--- src/rtl/dtmr_pkg.sv ---
package dtmr_pkg;
  localparam int unsigned ADDR_W  = 3;
  localparam int unsigned CSR_W   = 8;
  localparam int unsigned NHALF   = 2;  // index 1 = high, 0 = low
  localparam logic [ADDR_W-1:0] A_CSR   = 3'd0;
  localparam logic [ADDR_W-1:0] A_CNT_H = 3'd1;
  localparam logic [ADDR_W-1:0] A_CNT_L = 3'd2;
  localparam logic [ADDR_W-1:0] A_CMP_H = 3'd3;
  localparam logic [ADDR_W-1:0] A_CMP_L = 3'd4;

  // per-half bit positions inside the status byte
  function automatic int unsigned ovf_bit(int unsigned h); return 3 + 4*h; endfunction
  function automatic int unsigned cmf_bit(int unsigned h); return 2 + 4*h; endfunction
  function automatic int unsigned ovie_bit(int unsigned h); return 1 + 4*h; endfunction
  function automatic int unsigned cclr_bit(int unsigned h); return 4*h; endfunction

  function automatic logic [ADDR_W-1:0] cnt_addr(int unsigned h);
    return (h == 1) ? A_CNT_H : A_CNT_L;
  endfunction
  function automatic logic [ADDR_W-1:0] cmp_addr(int unsigned h);
    return (h == 1) ? A_CMP_H : A_CMP_L;
  endfunction
endpackage

--- src/rtl/dtmr_flag.sv ---
module dtmr_flag (
  input  logic clk_i,
  input  logic rst_ni,
  input  logic set_i,
  input  logic rd_i,
  input  logic clr_req_i,
  output logic flag_o
);
  logic flag_q, arm_q;

  always_ff @(posedge clk_i or negedge rst_ni) begin
    if (!rst_ni) begin
      flag_q <= 1'b0;
      arm_q  <= 1'b0;
    end else begin
      // hardware set dominates an armed clear
      flag_q <= set_i | (flag_q & ~(clr_req_i & arm_q));
      arm_q  <= (rd_i & flag_q) | (arm_q & ~clr_req_i);
    end
  end

  assign flag_o = flag_q;
endmodule

--- src/rtl/dtmr_half.sv ---
module dtmr_half #(
  parameter int unsigned W = 8
) (
  input  logic         clk_i,
  input  logic         rst_ni,
  input  logic         tick_i,
  input  logic         cnt_we_i,
  input  logic         cmp_we_i,
  input  logic [W-1:0] wdata_i,
  input  logic         clr_sel_i,
  output logic [W-1:0] cnt_o,
  output logic [W-1:0] cmp_o,
  output logic         match_evt_o,
  output logic         ovf_evt_o
);
  logic [W-1:0] cnt_q, cmp_q, cnt_d;
  logic         count_en;

  assign count_en    = tick_i & ~cnt_we_i;
  assign match_evt_o = count_en & (cnt_q == cmp_q);
  assign ovf_evt_o   = count_en & (&cnt_q);

  always_comb begin
    cnt_d = cnt_q;
    if (cnt_we_i)                       cnt_d = wdata_i;
    else if (match_evt_o && clr_sel_i)  cnt_d = '0;
    else if (tick_i)                    cnt_d = cnt_q + 1'b1;
  end

  always_ff @(posedge clk_i or negedge rst_ni) begin
    if (!rst_ni) begin
      cnt_q <= '0;
      cmp_q <= '1;
    end else begin
      cnt_q <= cnt_d;
      if (cmp_we_i) cmp_q <= wdata_i;
    end
  end

  assign cnt_o = cnt_q;
  assign cmp_o = cmp_q;
endmodule

--- src/rtl/dual_timer8.sv ---
module dual_timer8
  import dtmr_pkg::*;
#(
  parameter int unsigned W = 8
) (
  input  logic              clk_i,
  input  logic              rst_ni,
  input  logic [ADDR_W-1:0] addr_i,
  input  logic              rd_i,
  input  logic              wr_i,
  input  logic [W-1:0]      wdata_i,
  output logic [W-1:0]      rdata_o,
  input  logic              tick_h_i,
  input  logic              tick_l_i,
  output logic              irq_h_o,
  output logic              irq_l_o
);
  logic                     csr_wr, csr_rd;
  logic [CSR_W-1:0]         csr;
  logic [NHALF-1:0]         tick;
  logic [NHALF-1:0][W-1:0]  cnt, cmp;
  logic [NHALF-1:0]         irq;
  logic [W-1:0]             cnt_h, cnt_l, cmp_h, cmp_l;

  assign csr_wr = wr_i & (addr_i == A_CSR);
  assign csr_rd = rd_i & (addr_i == A_CSR);
  assign tick   = {tick_h_i, tick_l_i};

  for (genvar h = 0; h < NHALF; h++) begin : g_half
    logic        match_evt, ovf_evt;
    logic [1:0]  ctrl_q;  // {ovie, cclr}

    dtmr_half #(.W(W)) u_half (
      .clk_i      (clk_i),
      .rst_ni     (rst_ni),
      .tick_i     (tick[h]),
      .cnt_we_i   (wr_i & (addr_i == cnt_addr(h))),
      .cmp_we_i   (wr_i & (addr_i == cmp_addr(h))),
      .wdata_i    (wdata_i),
      .clr_sel_i  (ctrl_q[0]),
      .cnt_o      (cnt[h]),
      .cmp_o      (cmp[h]),
      .match_evt_o(match_evt),
      .ovf_evt_o  (ovf_evt)
    );

    dtmr_flag u_ovf (
      .clk_i    (clk_i),
      .rst_ni   (rst_ni),
      .set_i    (ovf_evt),
      .rd_i     (csr_rd),
      .clr_req_i(csr_wr & ~wdata_i[ovf_bit(h)]),
      .flag_o   (csr[ovf_bit(h)])
    );

    dtmr_flag u_cmf (
      .clk_i    (clk_i),
      .rst_ni   (rst_ni),
      .set_i    (match_evt),
      .rd_i     (csr_rd),
      .clr_req_i(csr_wr & ~wdata_i[cmf_bit(h)]),
      .flag_o   (csr[cmf_bit(h)])
    );

    always_ff @(posedge clk_i or negedge rst_ni) begin
      if (!rst_ni)     ctrl_q <= '0;
      else if (csr_wr) ctrl_q <= {wdata_i[ovie_bit(h)], wdata_i[cclr_bit(h)]};
    end

    assign csr[ovie_bit(h)] = ctrl_q[1];
    assign csr[cclr_bit(h)] = ctrl_q[0];
    assign irq[h]           = csr[ovf_bit(h)] & ctrl_q[1];
  end

  assign cnt_h = cnt[1];
  assign cnt_l = cnt[0];
  assign cmp_h = cmp[1];
  assign cmp_l = cmp[0];

  always_comb begin
    rdata_o = '0;
    unique case (addr_i)
      A_CSR:   rdata_o = W'(csr);
      A_CNT_H: rdata_o = cnt_h;
      A_CNT_L: rdata_o = cnt_l;
      A_CMP_H: rdata_o = cmp_h;
      A_CMP_L: rdata_o = cmp_l;
      default: rdata_o = '0;
    endcase
  end

  assign irq_h_o = irq[1];
  assign irq_l_o = irq[0];
endmodule

--- config.mk ---
export PLATFORM = sky130hd
export DESIGN_NAME = dual_timer8
export DESIGN_NICKNAME = d
export VERILOG_FILES = /design/src/rtl/dtmr_pkg.sv /design/src/rtl/dtmr_flag.sv /design/src/rtl/dtmr_half.sv /design/src/rtl/dual_timer8.sv
export SDC_FILE = /design/constraint.sdc
export NUM_CORES = 1
export LEC_CHECK = 0
export BUFFER_PORTS_ARGS = -buffer_cell sky130_fd_sc_hd__buf_2
export CAP_MARGIN = 30
export CORE_MARGIN = 5
export CORE_UTILIZATION = 29
export CTS_CLUSTER_SIZE = 14
export DETAILED_ROUTE_END_ITERATION = 6
export GPL_TIMING_DRIVEN = 0
export PLACE_DENSITY = 0.56
export SYNTH_ARGS = -nofsm -noshare
export SYNTH_HDL_FRONTEND = slang
export SYNTH_SLANG_ARGS = --single-unit
--- constraint.sdc ---
create_clock -name clk_i -period 1.95 [get_ports clk_i]
set_clock_uncertainty 0.15 [all_clocks]
set_input_delay 0.2925 -clock clk_i [delete_from_list [all_inputs] [get_ports clk_i]]
set_output_delay 0.2925 -clock clk_i [all_outputs]
set_load 0.02 [all_outputs]
### Word-level counts from Yosys, hierarchy flattened

Index checks and enable logic that the tools add are counted.

* register bits: 44
* input bits: 17
* output and inout bits: 10
* logic and storage cells: 92

* $add $sub $neg: 2
* equal/unequal tests: 6
* mux-type cells: 7
* bitwise logic cells: 56
* reductions and logical operators: 7

Operators with widths (count)
* 8-bit 2-to-1 mux: 6
* 8-bit case mux with 5 select lines: 1
* 1-bit AND: 34
* 8-bit by 1-bit adder with 8-bit output (second input constant): 2
* 8-bit == test: 2
* 8-bit AND reduction: 2
* 1-bit NOT: 14
* 1-bit OR: 8
* 3-bit by 2-bit == test with 1-bit output (second input constant): 2
* 3-bit nonzero test: 2
* 3-bit by 1-bit == test with 1-bit output (second input constant): 1
* 3-bit == test (second input constant): 1
* 3-bit zero test: 1
* 1-bit logical AND: 2

### Logic depth before layout (Yosys ltp)

Gate-level depths: netlist (run 1).

* depth after elaboration: 8
* mapped depth: 6
* gate-level depth less buffers: 5

### Hierarchy

A second synthesis (run 1) with hierarchy kept.

* cells, all modules: 262
* area total of the unflattened synthesis: 2700.1 um^2

Modules (own cells, without submodules)
* dtmr_half: times used 2, cells an instance 80, area each 882.1 um^2
* dual_timer8: times used 1, cells an instance 74, area each 640.6 um^2
* dtmr_flag: times used 4, cells an instance 7, area each 73.8 um^2

### Worst setup path after synthesis (run 1)

No wires, ideal clock.

* path type: input port to output port
* start point: in addr_i[1]
* end point: out rdata_o[4]
* arrival time: 1.377 ns
* data required time: 1.507 ns
* setup slack: 0.131 ns
* cell stages on the path: 6
* buffers on the path: 2
* cells stage by stage: buf_2 buf_2 mux2i_1 nor2_1 a21oi_1 o22ai_1

* cells in the longest elaborated chain, start to end: 2
* elaborated cells on any way between the ends: 6
* classes of those cells: eq/ne (4); mux (1); reduce/logical (1)

Ends and longest elaborated chain
* start, declared: line dual_timer8.sv:8 `input logic [ADDR_W-1:0] addr_i,`
* 3-bit == test, or another cell as far along: line dual_timer8.sv:82 `unique case (addr_i)`
* 8-bit case mux with 5 select lines *: line dual_timer8.sv:82
* end, declared: line dual_timer8.sv:12 `output logic [W-1:0] rdata_o,`

Mark *: on every way between the ends. The rest lies on a longest branch, timed or not.

### Worst setup path after layout (run 1)

* start point: reg g_half[1].u_half.cnt_q[0]
* end point: out rdata_o[0]

* cells in the longest elaborated chain, start to end: 1

Ends and longest elaborated chain
* start, declared: line dtmr_half.sv:16 `logic [W-1:0] cnt_q, cmp_q, cnt_d;`
* start signal, assigned: line dtmr_half.sv:35 `cnt_q <= cnt_d;`
* 8-bit case mux with 5 select lines: line dual_timer8.sv:82

Every way passes these cells.

==> results of run 1 <==
==> per-stage QoR <==
stage	setup WS, ps	cells
after floorplan	131	279
after global placement	-297	414
after detailed placement	-289	416
after CTS	-58.5	425
after global routing	-83.2	429
final	-40.1	429
==> cell usage in the layout, fill, tap and decap left out, types with 3 or more instances in the layout <==
| cell type | instances |
|---|---|
| a211oi_1 | 8 |
| inv_1 | 6 |
| dfrtp_2 | 3 |
| o22ai_1 | 8 |
| dfstp_2 | 16 |
| a21oi_1 | 11 |
| nand2_1 | 29 |
| mux2_2 | 16 |
| nor2_1 | 23 |
| buf_4 | 6 |
| buf_2 | 31 |
| clkbuf_8 | 6 |
| mux2i_1 | 17 |
| buf_6 | 3 |
| nand3_1 | 5 |
| nor3b_1 | 3 |
| o21ai_0 | 11 |
| nor2b_1 | 4 |
| clkbuf_1 | 5 |
| nand4_1 | 13 |
| dfrtp_1 | 25 |
| nor3_1 | 5 |
| xnor2_1 | 19 |
| xor2_1 | 5 |
| and3_1 | 5 |
==> routing by layer <==
| metal | part of all wire, % | global-route usage [%] | vias to the layer above |
|---|---|---|---|
| met5 | 0 | 0 | - |
| met4 | 1.5 | 4.02 | 0 |
| met3 | 4.6 | 2.98 | 11 |
| met2 | 45 | 20.9 | 53 |
| met1 | 49 | 19.0 | 1082 |
| li1 | - | - | 1083 |
==> kinds of logic after synthesis <==
group / count (synthesis) / share of synthesized area (%)
adder cells (fa/ha/maj): 2 / 0.928
flip-flops: 44 / 41.6
AO/OA/AOI/OAI: 47 / 11.1
XOR/XNOR: 24 / 7.80
buffers and inverters: 24 / 4.32
AND/OR/NAND/NOR: 104 / 20.4
multiplexers: 34 / 13.8
==> power by group through the flow <==
| stage | registers (uW) | clock network [uW] | logic, uW |
|---|---|---|---|
| 6_report | 1550 | 598 | 1190 |
| 3_3_place_gp | 1530 | 0 | 1120 |
| 5_1_grt | 1590 | 657 | 1330 |
| 2_1_floorplan | 1450 | 0 | 890 |
| 3_5_place_dp | 1540 | 0 | 1140 |
| 4_1_cts | 1550 | 616 | 1140 |
==> layout make-up <==
cell class / count / area [um^2] / area share [%]
inverters: 6 / 22.5 / 0.709
repair buffers: 33 / 205 / 6.46
flip-flops and latches: 44 / 1120 / 35.4
multi-input cells: 211 / 1480 / 46.7
plain buffers: 16 / 113 / 3.55
clock buffers: 8 / 90.1 / 2.84
well taps: 111 / 139 / 4.37
==> critical path, delay by kind of cell (launching register included) <==
kind | cells | cell delay [ps]
AOI/OAI and AO/OA | 1 | 250
buffers and inverters | 1 | 130
DFF | 1 | 420
muxes | 1 | 450
==> worst paths after layout <==
path                                                       start                                     to  slack (ps)
min in group asynchronous                                 rst_ni  g_half[0].u_half.cnt_o[0]$_DFFE_PN0P_         290
max                        g_half[1].u_half.cnt_o[0]$_DFFE_PN0P_                             rdata_o[0]         -40
min reg2reg                      g_half[0].ctrl_q[1]$_DFFE_PN0N_        g_half[0].ctrl_q[1]$_DFFE_PN0N_         360
min                                                   wdata_i[5]        g_half[1].ctrl_q[1]$_DFFE_PN0N_         120
max reg2reg                g_half[0].u_half.cnt_o[0]$_DFFE_PN0P_  g_half[0].u_half.cnt_o[4]$_DFFE_PN0P_         170
max in group asynchronous                                 rst_ni  g_half[1].u_half.cmp_o[6]$_DFFE_PN1P_         800
==> state kept, by name, summed over array words and instances (netlist names) <==
register / flops
g_half.u_cmf.flag_o: 2
g_half.u_half.cmp_o: 16
g_half.u_ovf.arm_q: 2
g_half.u_ovf.flag_o: 2
g_half.u_half.cnt_o: 16
g_half.ctrl_q: 4
g_half.u_cmf.arm_q: 2
==> timing repair <==
item                       4_1_cts  5_1_grt
hold buffers                     1        0
setup buffers                    2        4
resized for setup               10        9
hold endpoints to repair         8        0
pin swaps                        0        1
setup endpoints to repair       13       16
==> flow_metrics.py, run 1 <==
metrics = {
    "sta": {
        "fmax_mhz": 502,
        "whs_ps": 116,
        "fin_ws_ps": -40.1,
        "slew_viol_final": 0,
        "post-route-period-util_pct": 102,
        "finalHoldViolations": 0,
        "min_period_ps": 1990,
        "tns_ps": -40.1,
        "finalSetupViolations": 1,
        "worst_pin_slew_ps": 888,
        "maxSlewHeadroom_pct": 40.0,
        "rsz0062_at_grt": "true",
    },
    "clock_tree": {
        "clk_latency_ps": 290,
        "clock_sinks": 44,
        "tritoncts": "built",
        "root_buffer": "clkbuf_8",
        "cts_buffers": 5,
        "clockBufferDepth": 2,
        "clk_pin_slew_ps": 80,
        "cts.htree.levels": 2,
    },
    "routing": {
        "via_per_inst": 5.20,
        "firstDrtPassIters": 4,
        "via_count": 2229,
        "ant_nets": 0,
        "drc_errors": 0,
        "finalWirelength_um": 7260,
        "drt-initial-drc-count": 92,
        "wl_per_cell_um": 16.9,
    },
    "grt": {
        "antenna_found_initial": 0,
        "grt_pass1_wl_um": 12200,
        "overflow": 0,
        "grt_pass1_vias": 2309,
        "grt_start_max_net_pins": 31,
        "grt_use_total_pct": 13.5,
    },
    "die": {
        "die_x_um": 106,
        "rows": 35,
        "dieArea_um2": 11300,
        "io_pins": 27,
        "die-height_um": 106,
        "start_util_pct": 29.5,
        "core_um2": 9150,
    },
    "hold_path": {
        "hp-class": "input pin to register",
        "worstHoldPathCells": 3,
    },
    "setup_path": {
        "cp.required_ps": 1510,
        "path_cells": "mux4_2, a32o_2, buf_6",
        "start_kind": "register",
        "arrival_ps": 1550,
        "slowest_stage": "mux4_2",
        "reg2reg_depth": 6,
        "worst_path_largest_cell_delay_ps": 450,
        "end_kind": "output pin",
        "path_class": "register to output pin",
        "cp_max_fo": 2,
    },
    "layout": {
        "area_growth_pct": 17.8,
        "fillers": 944,
        "fin_util_pct": 34.7,
        "drive_gt1_share_pct": 29.2,
        "finalInstanceArea_um2": 3180,
        "nets": 336,
        "antenna_cells": 0,
    },
    "power": {
        "netSwitchingPower_uw": 1210,
        "switching_share_pct": 36.3,
        "pwr-share-seq_pct": 46.3,
        "comb_power_share_pct": 35.7,
        "internal_power_uw": 2130,
        "cellPowerDensity_nw_per_um2": 1050,
        "peakVddDrop_uv": 304,
        "power.leakage_uw": 0.00133,
        "power_frac_clock_pct": 17.9,
        "p_total_uw": 3340,
    },
    "synthesis": {
        "synth_fp_nets": 298,
        "yosys-top-cells-count": "nand2_1, dfrtp_1, nor2_1, xnor2_1, mux2i_1",
        "synth_ff_type": "dfrtp_1",
        "synth_most_common_cell": "nand2_1",
        "syn-cell-area_um2": 2700,
        "synth_async_sr_flop_share_pct": 100,
        "synth_top_area_share_pct": 26.0,
        "netlist_instances": 279,
        "ys.warnings.count": 0,
        "yosysTopAreaCell": "dfrtp_1",
        "synth_cell_types": 40,
        "ys_ff_latch": 44,
        "synth_area_per_cell_um2": 9.66,
        "synth.area.top_cells": "dfrtp_1, dfstp_2, mux2_2",
        "synth-edff-count": 0,
        "yosysSeqAreaShare_pct": 41.6,
    },
    "placement": {
        "dpl.hpwl_um": 5500,
        "placed_area_um2": 2980,
        "routabilityCongestion": 0.812,
        "io_buffers": 24,
    },
    "run_status": {
        "outcome": "complete, but fails checks",
        "violations": "setup timing",
    },
    "flow_run": {
        "drv_cap": 0,
    },
}
Note: power is estimated with default switching activity, not from simulation.
==> inputs of run 2 (changes only) <==
Settings changed: HOLD_SLACK_MARGIN set to 0.12.
==> run 2 against run 1 <==
  * Die area did not move
  * The flow still finishes with violations (setup timing)
  * Wire length rose by 0.70%
  * Largest cell class unchanged
  * Clock-buffer cell count did not move
  * Critical path type unchanged
==> flow_metrics.py, run 2 (synthesized netlist as in run 1, its figures left out) <==
metrics = {
    "layout": {
        "antenna_cells": 0,
        "fillers": 944,
        "final_common_cell": "buf_2",
        "finalInstanceArea_um2": 3200,
        "area_growth_pct": 18.5,
        "nets": 338,
        "fin_util_pct": 34.9,
        "mostFrequentLayoutCells": "buf_2, nand2_1, dfrtp_1",
        "drive_gt1_share_pct": 29.1,
    },
    "hold_path": {
        "worstHoldPathCells": 3,
        "hp-class": "input pin to register",
        "hold_end": "g_half[1].ctrl_q[0]$_DFFE_PN0N_",
        "hold_start": "wdata_i[4]",
    },
    "sta": {
        "worst_pin_slew_ps": 888,
        "whs_ps": 126,
        "slew_viol_final": 0,
        "fmax_mhz": 502,
        "fin_ws_ps": -41.7,
        "finalHoldViolations": 0,
        "tns_ps": -41.7,
        "post-route-period-util_pct": 102,
        "maxSlewHeadroom_pct": 39.9,
        "min_period_ps": 1990,
        "rsz0062_at_grt": "true",
        "finalSetupViolations": 1,
    },
    "clock_tree": {
        "cts.htree.levels": 2,
        "clk_pin_slew_ps": 80,
        "root_buffer": "clkbuf_8",
        "cts_buffers": 5,
        "clock_sinks": 44,
        "clk_latency_ps": 290,
        "clockBufferDepth": 2,
        "tritoncts": "built",
    },
    "setup_path": {
        "reg2reg_depth": 6,
        "cp.required_ps": 1510,
        "timing.rr.start": "g_half[0].u_half.cnt_o[0]$_DFFE_PN0P_",
        "start_kind": "register",
        "arrival_ps": 1550,
        "end_kind": "output pin",
        "ff2ff_setup_slack_ps": 170,
        "r2r-end": "g_half[0].u_half.cnt_o[4]$_DFFE_PN0P_",
        "path_class": "register to output pin",
        "cp_max_fo": 2,
    },
    "power": {
        "netSwitchingPower_uw": 1220,
        "switching_share_pct": 36.5,
        "power_frac_clock_pct": 18.0,
        "pwr-share-seq_pct": 46.2,
        "internal_power_uw": 2130,
        "comb_power_share_pct": 35.8,
        "cellPowerDensity_nw_per_um2": 1050,
        "power.leakage_uw": 0.00134,
        "peakVddDrop_uv": 306,
    },
    "routing": {
        "finalWirelength_um": 7310,
        "drt-initial-drc-count": 96,
        "via_count": 2264,
        "firstDrtPassIters": 4,
        "drc_errors": 0,
        "wl_per_cell_um": 17.0,
        "via_per_inst": 5.25,
        "ant_nets": 0,
    },
    "placement": {
        "placed_area_um2": 2980,
        "routabilityCongestion": 0.812,
        "dpl.hpwl_um": 5500,
        "io_buffers": 24,
        "post-place-ws_ps": -289,
    },
    "flow_run": {
        "drv_cap": 0,
    },
    "die": {
        "die_x_um": 106,
        "die-height_um": 106,
        "io_pins": 27,
        "start_util_pct": 29.5,
        "rows": 35,
        "dieArea_um2": 11300,
        "core_um2": 9150,
    },
    "grt": {
        "grt_start_max_net_pins": 31,
        "overflow": 0,
        "grt_pass1_vias": 2306,
        "antenna_found_initial": 0,
        "grt_pass1_wl_um": 12100,
        "grt_use_total_pct": 13.5,
    },
    "run_status": {
        "violations": "setup timing",
        "outcome": "complete, but fails checks",
    },
}
-- run 2: what timing repair did --
item,CTS,global route
buffers inserted,2,4
pin swaps,0,1
setup endpoints to repair,13,16
hold buffers,3,0
gates cloned,0,0
resized for setup,10,9
endpoints found under the hold margin,36,0
-- run 2: worst max path at each step --
stage	from	endpoint
2_1_floorplan	addr_i[1]	rdata_o[4]
3_3_place_gp	addr_i[1]	rdata_o[4]
3_5_place_dp	addr_i[1]	rdata_o[4]
4_1_cts	g_half[1].u_half.cnt_o[0]$_DFFE_PN0P_	rdata_o[0]
5_1_grt	g_half[0].ctrl_q[0]$_DFFE_PN0N_	rdata_o[0]
6_report	g_half[1].u_half.cnt_o[0]$_DFFE_PN0P_	rdata_o[0]
-- run 2: power by group through the flow --
| stage | clock network, uW | logic [uW] | registers (uW) |
|---|---|---|---|
| finish | 603 | 1200 | 1550 |
| global route | 657 | 1330 | 1590 |
| CTS | 616 | 1140 | 1550 |
| detailed placement | 0 | 1140 | 1540 |
| global placement | 0 | 1120 | 1530 |
| floorplan | 0 | 890 | 1450 |
-- run 2: critical path: stages (launching register included) --
cell and delay, ps:
dfrtp_2 420, mux4_2 450, a32o_2 250, buf_6 130
-- run 2: per-layer routing --
layer / global-route usage, % / share of wire, % / wire length [um] / up-vias
met5: 0 / 0 / 0 / -
met4: 4.02 / 1.5 / 112 / 0
met3: 2.98 / 5.1 / 372 / 10
met2: 20.9 / 45 / 3290 / 58
met1: 18.9 / 48 / 3530 / 1109
li1: - / - / - / 1087
-- run 2: layout make-up --
type                            count  area, um^2  share of cell area (%)
Tap cell                          111         139                    4.35
Clock buffer                        8        90.1                    2.82
Multi-Input combinational cell    211        1480                    46.4
Buffer                             16         113                    3.52
Inverter                            6        22.5                   0.705
Timing Repair Buffer               35         225                    7.05
Sequential cell                    44        1120                    35.2
-- run 2: through the flow --
step / cells / total power [uW]
final: 431 / 3350
after global routing: 431 / 3570
after CTS: 427 / 3310
after detailed placement: 416 / 2680
after global placement: 414 / 2650
after floorplan: 279 / 2340
==> inputs of run 3 (changes only) <==
Settings changed: SKIP_CTS_REPAIR_TIMING set to 1.
==> run 3 against run 2 <==
  * The run still ends with setup timing left
  * Critical path depth unchanged
  * Global-route usage down 0.10 points
  * Critical path type unchanged
  * Sequential cell count unchanged
  * Largest power group unchanged
  * Wire length down 0.74%
  * Power about the same
  * Maximum frequency down 1.8%
  * Non-clock buffer count up 1
  * First-iteration DRC count up 6.3%
  * Clock-buffer cell count unchanged
  * Setup slack worse by 37 ps
  * Utilization down 0.082 points
  * Via count down 0.13%
==> flow_metrics.py, run 3 (synthesized netlist as in run 1, its figures left out) <==
metrics = {
    "clock_tree": {
        "clock_sinks": 44,
        "clk_latency_ps": 290,
        "tritoncts": "built",
        "cts_buffers": 5,
        "root_buffer": "clkbuf_8",
        "cts.htree.levels": 2,
        "clockBufferDepth": 2,
        "clk_pin_slew_ps": 80,
    },
    "grt": {
        "overflow": 0,
        "grt_start_max_net_pins": 31,
        "antenna_found_initial": 0,
        "grt_use_total_pct": 13.4,
        "grt_pass1_vias": 2300,
        "grt_pass1_wl_um": 12100,
    },
    "run_status": {
        "outcome": "complete, but fails checks",
        "violations": "setup timing",
    },
    "layout": {
        "drive_gt1_share_pct": 29.9,
        "fin_util_pct": 34.8,
        "area_growth_pct": 18.2,
        "antenna_cells": 0,
        "instances_no_fill": 432,
        "mostFrequentLayoutCells": "buf_2, nand2_1, dfrtp_1",
        "final_common_cell": "buf_2",
        "nets": 339,
    },
    "power": {
        "power.leakage_uw": 0.00134,
        "cellPowerDensity_nw_per_um2": 1050,
        "peakVddDrop_uv": 304,
    },
    "flow_run": {
        "drv_cap": 0,
    },
    "sta": {
        "finalHoldViolations": 0,
        "fmax_mhz": 493,
        "worst_pin_slew_ps": 858,
        "rsz0062_at_grt": "true",
        "finalSetupViolations": 1,
        "post-route-period-util_pct": 104,
        "min_period_ps": 2030,
        "slew_viol_final": 0,
        "whs_ps": 113,
        "tns_ps": -78.3,
        "maxSlewHeadroom_pct": 42.0,
        "fin_ws_ps": -78.3,
    },
    "routing": {
        "wl_per_cell_um": 16.8,
        "via_count": 2261,
        "drt-initial-drc-count": 102,
        "finalWirelength_um": 7250,
        "via_per_inst": 5.23,
        "firstDrtPassIters": 4,
        "ant_nets": 0,
        "drc_errors": 0,
    },
    "setup_path": {
        "start_kind": "register",
        "end_kind": "output pin",
        "crit_buf_inv": 1,
        "path_cells": "mux4_2, a32o_1, buf_2",
        "cp.required_ps": 1510,
        "slowest_stage": "mux4_2",
        "worst_path_largest_cell_delay_ps": 460,
        "arrival_ps": 1590,
        "path_class": "register to output pin",
        "cp_max_fo": 5,
        "cpLargestDelayFamily": "multiplexers",
    },
    "die": {
        "start_util_pct": 29.5,
        "dieArea_um2": 11300,
        "rows": 35,
        "io_pins": 27,
        "die_x_um": 106,
        "die-height_um": 106,
        "core_um2": 9150,
    },
    "hold_path": {
        "hp-class": "input pin to register",
    },
    "placement": {
        "io_buffers": 24,
        "post-place-ws_ps": -289,
        "dpl.hpwl_um": 5500,
        "place_inst": 416,
        "routabilityCongestion": 0.812,
    },
}
[run 3: changes by cell type in the layout (fill, tap and decap cells not counted)]
cell,delta
nor3_1,-1
clkbuf_2,+1
buf_2,+1
buf_8,+1
buf_4,+2
a32o_2,-1
buf_12,-1
nor3_2,+1
a32o_1,+1
dlygate4sd3_1,-2
buf_6,-1
[run 3: through the flow]
stage                     power [uW]  area (um^2)
after floorplan                 2340         2700
after global placement          2650         2960
after detailed placement        2680         2980
after CTS                       3290         3070
after global routing            3580         3190
final                           3350         3190
[run 3: worst reg2reg max path: cells and delay by family, from the launching register on]
family	cells	cell delay (ps)
xor gates and xnor gates	1	200
buffers and inverters	1	170
DFF	1	370
and+or+nand+nor	3	830
[run 3: path summary, 6_finish.rpt]
path,startpoint,endpoint,slack (ps),cells after the start
max,g_half[1].u_half.cnt_o[0]$_DFFE_PN0P_,rdata_o[0],-80,3
min,wdata_i[5],g_half[1].ctrl_q[1]$_DFFE_PN0N_,110,3
max reg2reg,g_half[0].u_half.cnt_o[4]$_DFFE_PN0P_,g_half[0].u_half.cnt_o[3]$_DFFE_PN0P_,110,5
min reg2reg,g_half[0].ctrl_q[1]$_DFFE_PN0N_,g_half[0].ctrl_q[1]$_DFFE_PN0N_,360,2
max in group asynchronous,rst_ni,g_half[0].u_half.cmp_o[3]$_DFFE_PN1P_,810,3
min in group asynchronous,rst_ni,g_half[1].u_half.cnt_o[1]$_DFFE_PN0P_,290,2
[run 3: area by class of cell]
cell class	count	area, um^2
Multi-Input combinational cell	211	1490
Buffer	17	113
Timing Repair Buffer	35	214
Fill cell	946	5960
Tap cell	111	139
Clock buffer	8	90.1
Sequential cell	44	1120
Inverter	6	22.5
[run 3: per-layer routing]
metal  GRT usage, %  routed length, um  vias to the layer above
li1               -                  -                     1089
met1           18.8               3590                     1108
met5              0                  0                        -
met4           4.02                 97                        0
met3           2.98                307                       10
met2           20.6               3260                       54
[run 3: where the power goes]
group / internal [uW] / switching (uW) / total [uW]
Clock: 290 / 314 / 603
Combinational: 604 / 601 / 1200
Sequential: 1240 / 303 / 1540
Total: 2130 / 1220 / 3350
